===== config.mk =====
export PLATFORM = sky130hd
export DESIGN_NAME = olmc_cell
export DESIGN_NICKNAME = d
export VERILOG_FILES = /design/src/rtl/olmc_cell.sv
export SDC_FILE = /design/constraint.sdc
export NUM_CORES = 1
export LEC_CHECK = 0
export BUFFER_PORTS_ARGS = -buffer_cell sky130_fd_sc_hd__buf_2
export CORE_AREA = 2 2 39 41
export CTS_CLUSTER_SIZE = 20
export DETAILED_ROUTE_END_ITERATION = 10
export DIE_AREA = 0 0 41 43
export PLACE_DENSITY = 0.35
export SLEW_MARGIN = 20
export SYNTH_ARGS = -nofsm -noshare
export SYNTH_HDL_FRONTEND = slang
export SYNTH_SLANG_ARGS = --single-unit

===== constraint.sdc =====
create_clock -name clk -period 1.7 [get_ports clk]
set_input_delay 0.17 -clock clk [delete_from_list [all_inputs] [get_ports clk]]
set_output_delay 0.17 -clock clk [all_outputs]
set_load 0.005 [all_outputs]

===== src/rtl/olmc_cell.sv =====
module olmc_cell #(
  parameter int NUM_PT = 8
) (
  input  logic              clk,
  input  logic              rst,
  input  logic [NUM_PT-1:0] pt,
  input  logic              glob_oe,
  input  logic              pin_in,
  input  logic              cfg_syn,
  input  logic              cfg_ac0,
  input  logic              cfg_ac1,
  input  logic              cfg_pol,
  output logic              pin_drv,
  output logic              pin_oe,
  output logic              fb
);
  logic q;

  wire m_out  = cfg_syn & ~cfg_ac0 & ~cfg_ac1;
  wire m_in   = cfg_syn & ~cfg_ac0 &  cfg_ac1;
  wire m_cplx = cfg_ac0 & cfg_ac1;
  wire m_reg  = ~cfg_syn & cfg_ac0 & ~cfg_ac1;

  wire x_all = (|pt) ^ cfg_pol;
  wire x_up  = (|pt[NUM_PT-1:1]) ^ cfg_pol;

  always_ff @(posedge clk) begin
    if (rst)        q <= 1'b0;
    else if (m_reg) q <= x_all;
  end

  always_comb begin
    pin_drv = 1'b0;
    pin_oe  = 1'b0;
    fb      = 1'b0;
    if (m_out) begin
      pin_drv = x_all;
      pin_oe  = 1'b1;
    end else if (m_in) begin
      fb = pin_in;
    end else if (m_cplx) begin
      pin_drv = x_up;
      pin_oe  = pt[0];
      fb      = pin_in;
    end else if (m_reg) begin
      pin_drv = ~q;
      pin_oe  = glob_oe;
      fb      = q;
    end
  end
endmodule


Word-level counts from Yosys, hierarchy flattened
Cells that the tools add are included.
- flip-flop bits (word level): 1
- latch bits: 0
- RAM bits: 0
- bits in read-only memories: 0
- bits of input ports: 16
- output and inout bits: 3
- word-level logic and storage cells: 27
- memories: 0
- $add $sub $neg: 0
- $mul: 0
- div/mod/pow operators: 0
- order comparisons: 0
- equal/unequal tests: 0
- shift-type cells: 0
- multiplexer cells: 12
- bitwise logic cells: 12
- reductions and logical operators: 2
- operators by type and width (kind ; count):
    $mux 1 ; 12
    $reduce_or 8->1 ; 1
    $reduce_or 7->1 ; 1
    $and 1x1->1 ; 6
    $not 1->1 ; 4
    $xor 1x1->1 ; 2

Depth between registers and ports, before layout
Gate-level depths: netlist of the first run.
- word-level depth: 7
- mapped depth: 3
- mapped depth without buffers: 3

Worst setup path before layout of the first run
Ideal clock, no wire load.
- path type: input to output
- start: input port pt[4]
- end: output port pin_drv
- data arrival time: 1387 ps
- data required time: 1530 ps
- path slack: 143 ps
- stages on the path: 3
- cells stage by stage: or4_4 or4_1 a31o_1
- longest elaborated chain between the ends: 5
- elaborated cells between the ends (all ways): 7
- those cells by class: mux (3); bitwise (2); reduce/logical (2)
- ends and longest elaborated chain (what ; RTL line ; RTL):
    from (decl) ; 6 ; input logic [NUM_PT-1:0] pt,
    $reduce_or 7->1 ; 25 ; wire x_up = (|pt[NUM_PT-1:1]) ^ cfg_pol;
    $xor 1x1->1 ; 25 ;
    $mux 1 ; 41 ; end else if (m_cplx) begin
    $mux 1 ; 39 ; end else if (m_in) begin
    $mux 1 (*) ; 36 ; if (m_out) begin
    to (decl) ; 13 ; output logic pin_drv,
Every way passes the cells marked *; elsewhere a longest branch is shown, timed or not.

Worst setup path after layout of the first run
Same ends and word-level chain as after synthesis.

==> results_dict.tcl, run 1 <==
set metrics [dict create \
    drt-initial-drc-count 1 \
    relSlewSlack 0.830 \
    grt_max_degree 8 \
    top_register "q" \
    cp_top_family "simple AND/OR/NAND/NOR gates" \
    maxSlewViolCount 0 \
    antenna_found_initial 0 \
    wire_per_inst_um 8.64 \
    largest_register_ffs 1 \
    rsz0062_at_grt "true" \
    reg2regPathDepth 2 \
    whs_path_depth 2 \
    synth.largest_area_cell "dfxtp_1" \
    route.met3.wl_um 82 \
    p_per_area_nw_per_um2 250 \
    dr_total_vias 259 \
    post-route-period-util 1.01 \
    worst_pin_slew_ns 0.252 \
    syn-num-nets 41 \
    postRouteAntennaNets 0 \
    instances_no_fill 61 \
    leakagePower_nw 0.139 \
    grt_pass1_wl_um 772 \
    regToRegStartpoint "q$_SDFFE_PP0N_" \
    core-area_um2 1380 \
    violations "negative setup slack" \
    finalWirelength_um 527 \
    clk_latency_ns 0 \
    nets 63 \
    viasPerCell 4.25 \
    syn_area_um2 180 \
    status "complete, but fails checks" \
    grt.total_usage 0.0571 \
    syn_avg_cell_area_um2 7.21 \
    die_h_um 43 \
    crit_buf_inv 2 \
    path_cells "buf_6, or4_4, or4_1, a31o_1, buf_2" \
    drc 0 \
    clkTransAtPathRegs_ns 0 \
    grt-ovfl-total 0 \
    regToRegSetupSlack_ns 1.12 \
    setup_violations 1 \
    synth_warnings 0 \
    fin_util 0.225 \
    drv_cap 0 \
    io_pins 19 \
    worstPathArrival_ns 1.55 \
    critPathMaxStageDelay_ns 0.52 \
    ys_ff_latch 1 \
    hold_buffers 0 \
    drive_above_1_share 0.533 \
    first_global_vias 217 \
    io_buffers 18 \
    path_class "primary input to primary output" \
    yosys-top-cells-area "dfxtp_1, o21ai_0, nor2b_1" \
    rows 14 \
    required_ns 1.53 \
    vdd_drop_max_uv 127 \
    start_kind "primary input" \
    whs_ns 0.380 \
    synth_cells 25 \
    wl_met1_um 257 \
    dp_cells 61 \
    die_w_um 41 \
    worstReg2RegEnd "q$_SDFFE_PP0N_" \
    critPathSlowestCell "or4_4" \
    worstHoldStart "rst" \
    fmax_mhz 580 \
    synthToLayoutAreaGrowth_pct 72.9 \
    whs_endpoint "q$_SDFFE_PP0N_" \
    timing.final.ws_setup_ns -0.0243 \
    initial_core_util 0.130 \
    hold_viol 0 \
    diodes 0 \
    wl_met2_um 187 \
    maxUsedRoutingLayer "met3" \
    hold_class "primary input to flop" \
    end_kind "primary output" \
    ys_types 21 \
    dieArea_um2 1760 \
    hpwl_um 469 \
    yosysSeqAreaShare 0.111 \
    critPathMaxFanout 2 \
    finalWeightedCongestion 0.649 \
    fin_skew_ns 0 \
    synth_top_area_frac 0.111 \
    largestRegisters "q (1)" \
    dr.pass1.iters 2 \
    final.min_clock_period_ns 1.72 \
]
## cell usage in the layout, fill, tap and decap left out, drive strengths merged
cell    netlist  routed
buf           0      20
o21ai         3       3
nor2b         2       2
inv           2       2
or4           2       2
a31o          2       2
a21oi         1       1
nand3         1       1
or3           1       1
nor4bb        1       1
nand2         1       1
and2          1       1
or3b          1       1
nor2          1       1
o211ai        1       1
nor4          1       1
o31a          1       1
nand3b        1       1
o41ai         1       1
dfxtp         1       1
## timing repair
item / CTS / global route
cloned: 0 / 0
gates resized for setup: 1 / 0
setup buffers: 0 / 0
setup endpoints to repair: 1 / 1
pin swaps: 1 / 0
## where the power goes
group          internal (mW)  total [mW]  switching (mW)
Sequential            0.0248      0.0254        0.000589
Combinational         0.0310      0.0525          0.0215
Clock                      0           0               0
Total                 0.0558      0.0779          0.0221
## worst max-delay path by stage
stage                     startpoint       to  slack [ns]  depth (start not counted)
after CTS                      pt[4]  pin_drv       -0.03                          5
final                          pt[4]  pin_drv       -0.02                          5
after global placement         pt[4]  pin_drv       -0.06                          5
after global routing           pt[4]  pin_drv       -0.04                          5
after detailed placement       pt[4]  pin_drv       -0.08                          5
after floorplan                pt[4]  pin_drv        0.14                          3
## synthesized netlist by cell type
master	number
or3b_2	1
a31o_1	1
a21oi_1	1
and2_1	1
nor2_1	1
o31a_2	1
nor4_1	1
or4_1	1
inv_1	2
nor4bb_1	1
nand2_1	1
or4_4	1
nor2b_1	2
a31o_2	1
o21ai_0	3
dfxtp_1	1
or3_1	1
o41ai_1	1
nand3b_1	1
o211ai_1	1
nand3_1	1
## routing by layer
metal,vias to the layer above,track usage
li1,141,-
met1,100,0.0828
met2,18,0.0938
met3,0,0.00524
met4,0,0
met5,-,0
## cell type report
cell class	instances	area (um^2)
timing repair buffer	20	111
sequential	1	20.0
fill	157	1070
tap	16	20.0
multi-input combinational	22	153
inverter	2	7.51
## through the flow
step	total power, mW	setup TNS [ns]	worst slack [ns]	instance area [um^2]
global route	0.0836	-0.0443	-0.0443	312
finish	0.0779	-0.0243	-0.0243	312
detailed placement	0.0771	-0.0768	-0.0768	305
CTS	0.0786	-0.0305	-0.0305	312
global placement	0.0775	-0.0619	-0.0619	305
floorplan	0.0452	0	0.143	180
## kinds of logic after synthesis
kind of cell,Yosys count,share of synthesized area
AO/OA/AOI/OAI,9,0.354
AND/OR/NAND/NOR,13,0.493
buffers and inverters,2,0.0417
flip-flops,1,0.111
No activity file was read; power rests on OpenSTA's default activity.
==> inputs of run 2 (changes only) <==
--- a/config.mk
+++ b/config.mk
@@ -6,11 +6,13 @@
 export NUM_CORES = 1
 export LEC_CHECK = 0
 export BUFFER_PORTS_ARGS = -buffer_cell sky130_fd_sc_hd__buf_2
-export CORE_AREA = 2 2 39 41
+export CELL_PAD_IN_SITES_DETAIL_PLACEMENT = 0
+export CELL_PAD_IN_SITES_GLOBAL_PLACEMENT = 1
+export CORE_AREA = 8 8 45 47
 export CTS_CLUSTER_SIZE = 20
 export DETAILED_ROUTE_END_ITERATION = 10
-export DIE_AREA = 0 0 41 43
-export PLACE_DENSITY = 0.35
+export DIE_AREA = 0 0 53 55
+export PLACE_DENSITY = 0.51
 export SLEW_MARGIN = 20
 export SYNTH_ARGS = -nofsm -noshare
 export SYNTH_HDL_FRONTEND = slang
==> run 2 against run 1 <==
  * The flow still finishes with violations (negative setup slack)
  * Clock skew unchanged
  * Utilization is the same
  * Critical path type unchanged
  * Via count up 1.5%
  * Sequential power hardly changed
  * Hold slack got worse by 0.0056 ns
  * Routed wire length grew 20%
  * Power about the same
  * Die area up 65%
  * Largest power group unchanged
  * Largest cell class unchanged
  * Maximum frequency grew 0.31%
==> results_dict.tcl, run 2 (synthesis gave the netlist of run 1 again) <==
set metrics [dict create \
    whs_ns 0.374 \
    dr_total_vias 263 \
    fin_area_um2 312 \
    mostFrequentLayoutCell "buf_2" \
    status "complete, but fails checks" \
    worst_pin_slew_ns 0.275 \
    sw_frac_of_total 0.284 \
    grt-ovfl-total 0 \
    critPathMaxFanout 2 \
    diodes 0 \
    fmax_mhz 582 \
    violations "negative setup slack" \
    final_cell_mix "buf_2, o21ai_0, nor2b_1, inv_1, buf_4" \
    num-fill-cells 164 \
    setup_violations 1 \
    reg2regPathDepth 2 \
    first_global_vias 282 \
    postPlaceCellArea_um2 305 \
    die_w_um 53 \
    grt.total_usage 0.0442 \
    whs_path_depth 2 \
    multi_input_area_um2 153 \
    seqCellArea_um2 20.0 \
    power_frac_seq 0.326 \
    top_register "q" \
    hold_buffers 0 \
    vdd_drop_max_uv 137 \
    drive_above_1_share 0.533 \
    final.min_clock_period_ns 1.72 \
    largest_register_ffs 1 \
    grt_pass1_wl_mm 1.08 \
    p_switching_uw 22.1 \
    p_per_area_nw_per_um2 250 \
    antenna_found_initial 0 \
    postRouteAntennaNets 0 \
    initial_core_util 0.130 \
    relSlewSlack 0.814 \
    core-area_um2 1380 \
    clk_latency_ns 0 \
    grt_max_degree 8 \
    hpwl_um 589 \
    viasPerCell 4.31 \
    die_h_um 55 \
    p_total_uw 77.9 \
    pwr-share-comb 0.674 \
    clkTransAtPathRegs_ns 0 \
    finalWirelength_um 634 \
    drc 0 \
    drv_cap 0 \
    hold_class "primary input to flop" \
    p_int_uw 55.8 \
    synthToLayoutAreaGrowth_pct 72.9 \
    largestRegisters "q (1)" \
    cts_setup_buffers 0 \
    nets 63 \
    worstPathArrival_ns 1.55 \
    clkPwrFrac 0 \
    end_kind "primary output" \
    leakagePower_nw 0.139 \
    post-route-period-util 1.01 \
    dp_slack_ns -0.0689 \
    io_pins 19 \
    dieArea_um2 2920 \
    fin_tns_setup_ns -0.0190 \
    drt-initial-drc-count 2 \
    wire_per_inst_um 10.4 \
    dr.pass1.iters 4 \
    rows 14 \
    fin_skew_ns 0 \
    timing.final.ws_setup_ns -0.0190 \
    maxSlewViolCount 0 \
    hold_viol 0 \
    start_kind "primary input" \
    path_class "primary input to primary output" \
    required_ns 1.53 \
    finalWeightedCongestion 0.662 \
    rsz0062_at_grt "true" \
    io_buffers 18 \
]
## run 2: metrics by stage
| stage | std cells | util |
|---|---|---|
| floorplan | 25 | - |
| global placement | 61 | 0.221 |
| detailed placement | 61 | 0.221 |
| CTS | 61 | 0.225 |
| global route | 61 | 0.225 |
| finish | 61 | 0.225 |
## run 2: worst max-delay path, cell delays in order
cell    delay, ns
buf_6        0.09
or4_4        0.52
or4_1        0.47
a31o_1       0.18
buf_2        0.12
## run 2: timing repair
action | in CTS | in global routing
cloned | 0 | 0
pin swaps | 1 | 0
setup endpoints to repair | 1 | 1
resized for setup | 1 | 0
## run 2: cell type report
cell class / count / share of cell area
multi-input combinational: 22 / 0.490
timing repair buffer: 20 / 0.357
sequential: 1 / 0.0643
tap: 16 / 0.0643
inverter: 2 / 0.0241
## run 2: path summary, 6_finish.rpt
check                 start             end  slack (ns)
max                   pt[4]         pin_drv       -0.02
min                     rst  q$_SDFFE_PP0N_        0.37
min reg2reg  q$_SDFFE_PP0N_  q$_SDFFE_PP0N_        0.50
max reg2reg  q$_SDFFE_PP0N_  q$_SDFFE_PP0N_        1.12
## run 2: power by group through the flow
stage	combinational [mW]	sequential [mW]	clock, mW
2_1_floorplan	0.0200	0.0252	0
3_3_place_gp	0.0518	0.0254	0
3_5_place_dp	0.0524	0.0254	0
4_1_cts	0.0539	0.0254	0
5_1_grt	0.0591	0.0255	0
6_report	0.0525	0.0254	0
## run 2: metal layers
metal | vias to the layer above | global-route usage | share of wire
met5 | - | 0 | 0
met4 | 0 | 0 | 0
met3 | 0 | 0.0187 | 0.14
met2 | 15 | 0.0781 | 0.40
met1 | 107 | 0.0514 | 0.46
li1 | 141 | - | -
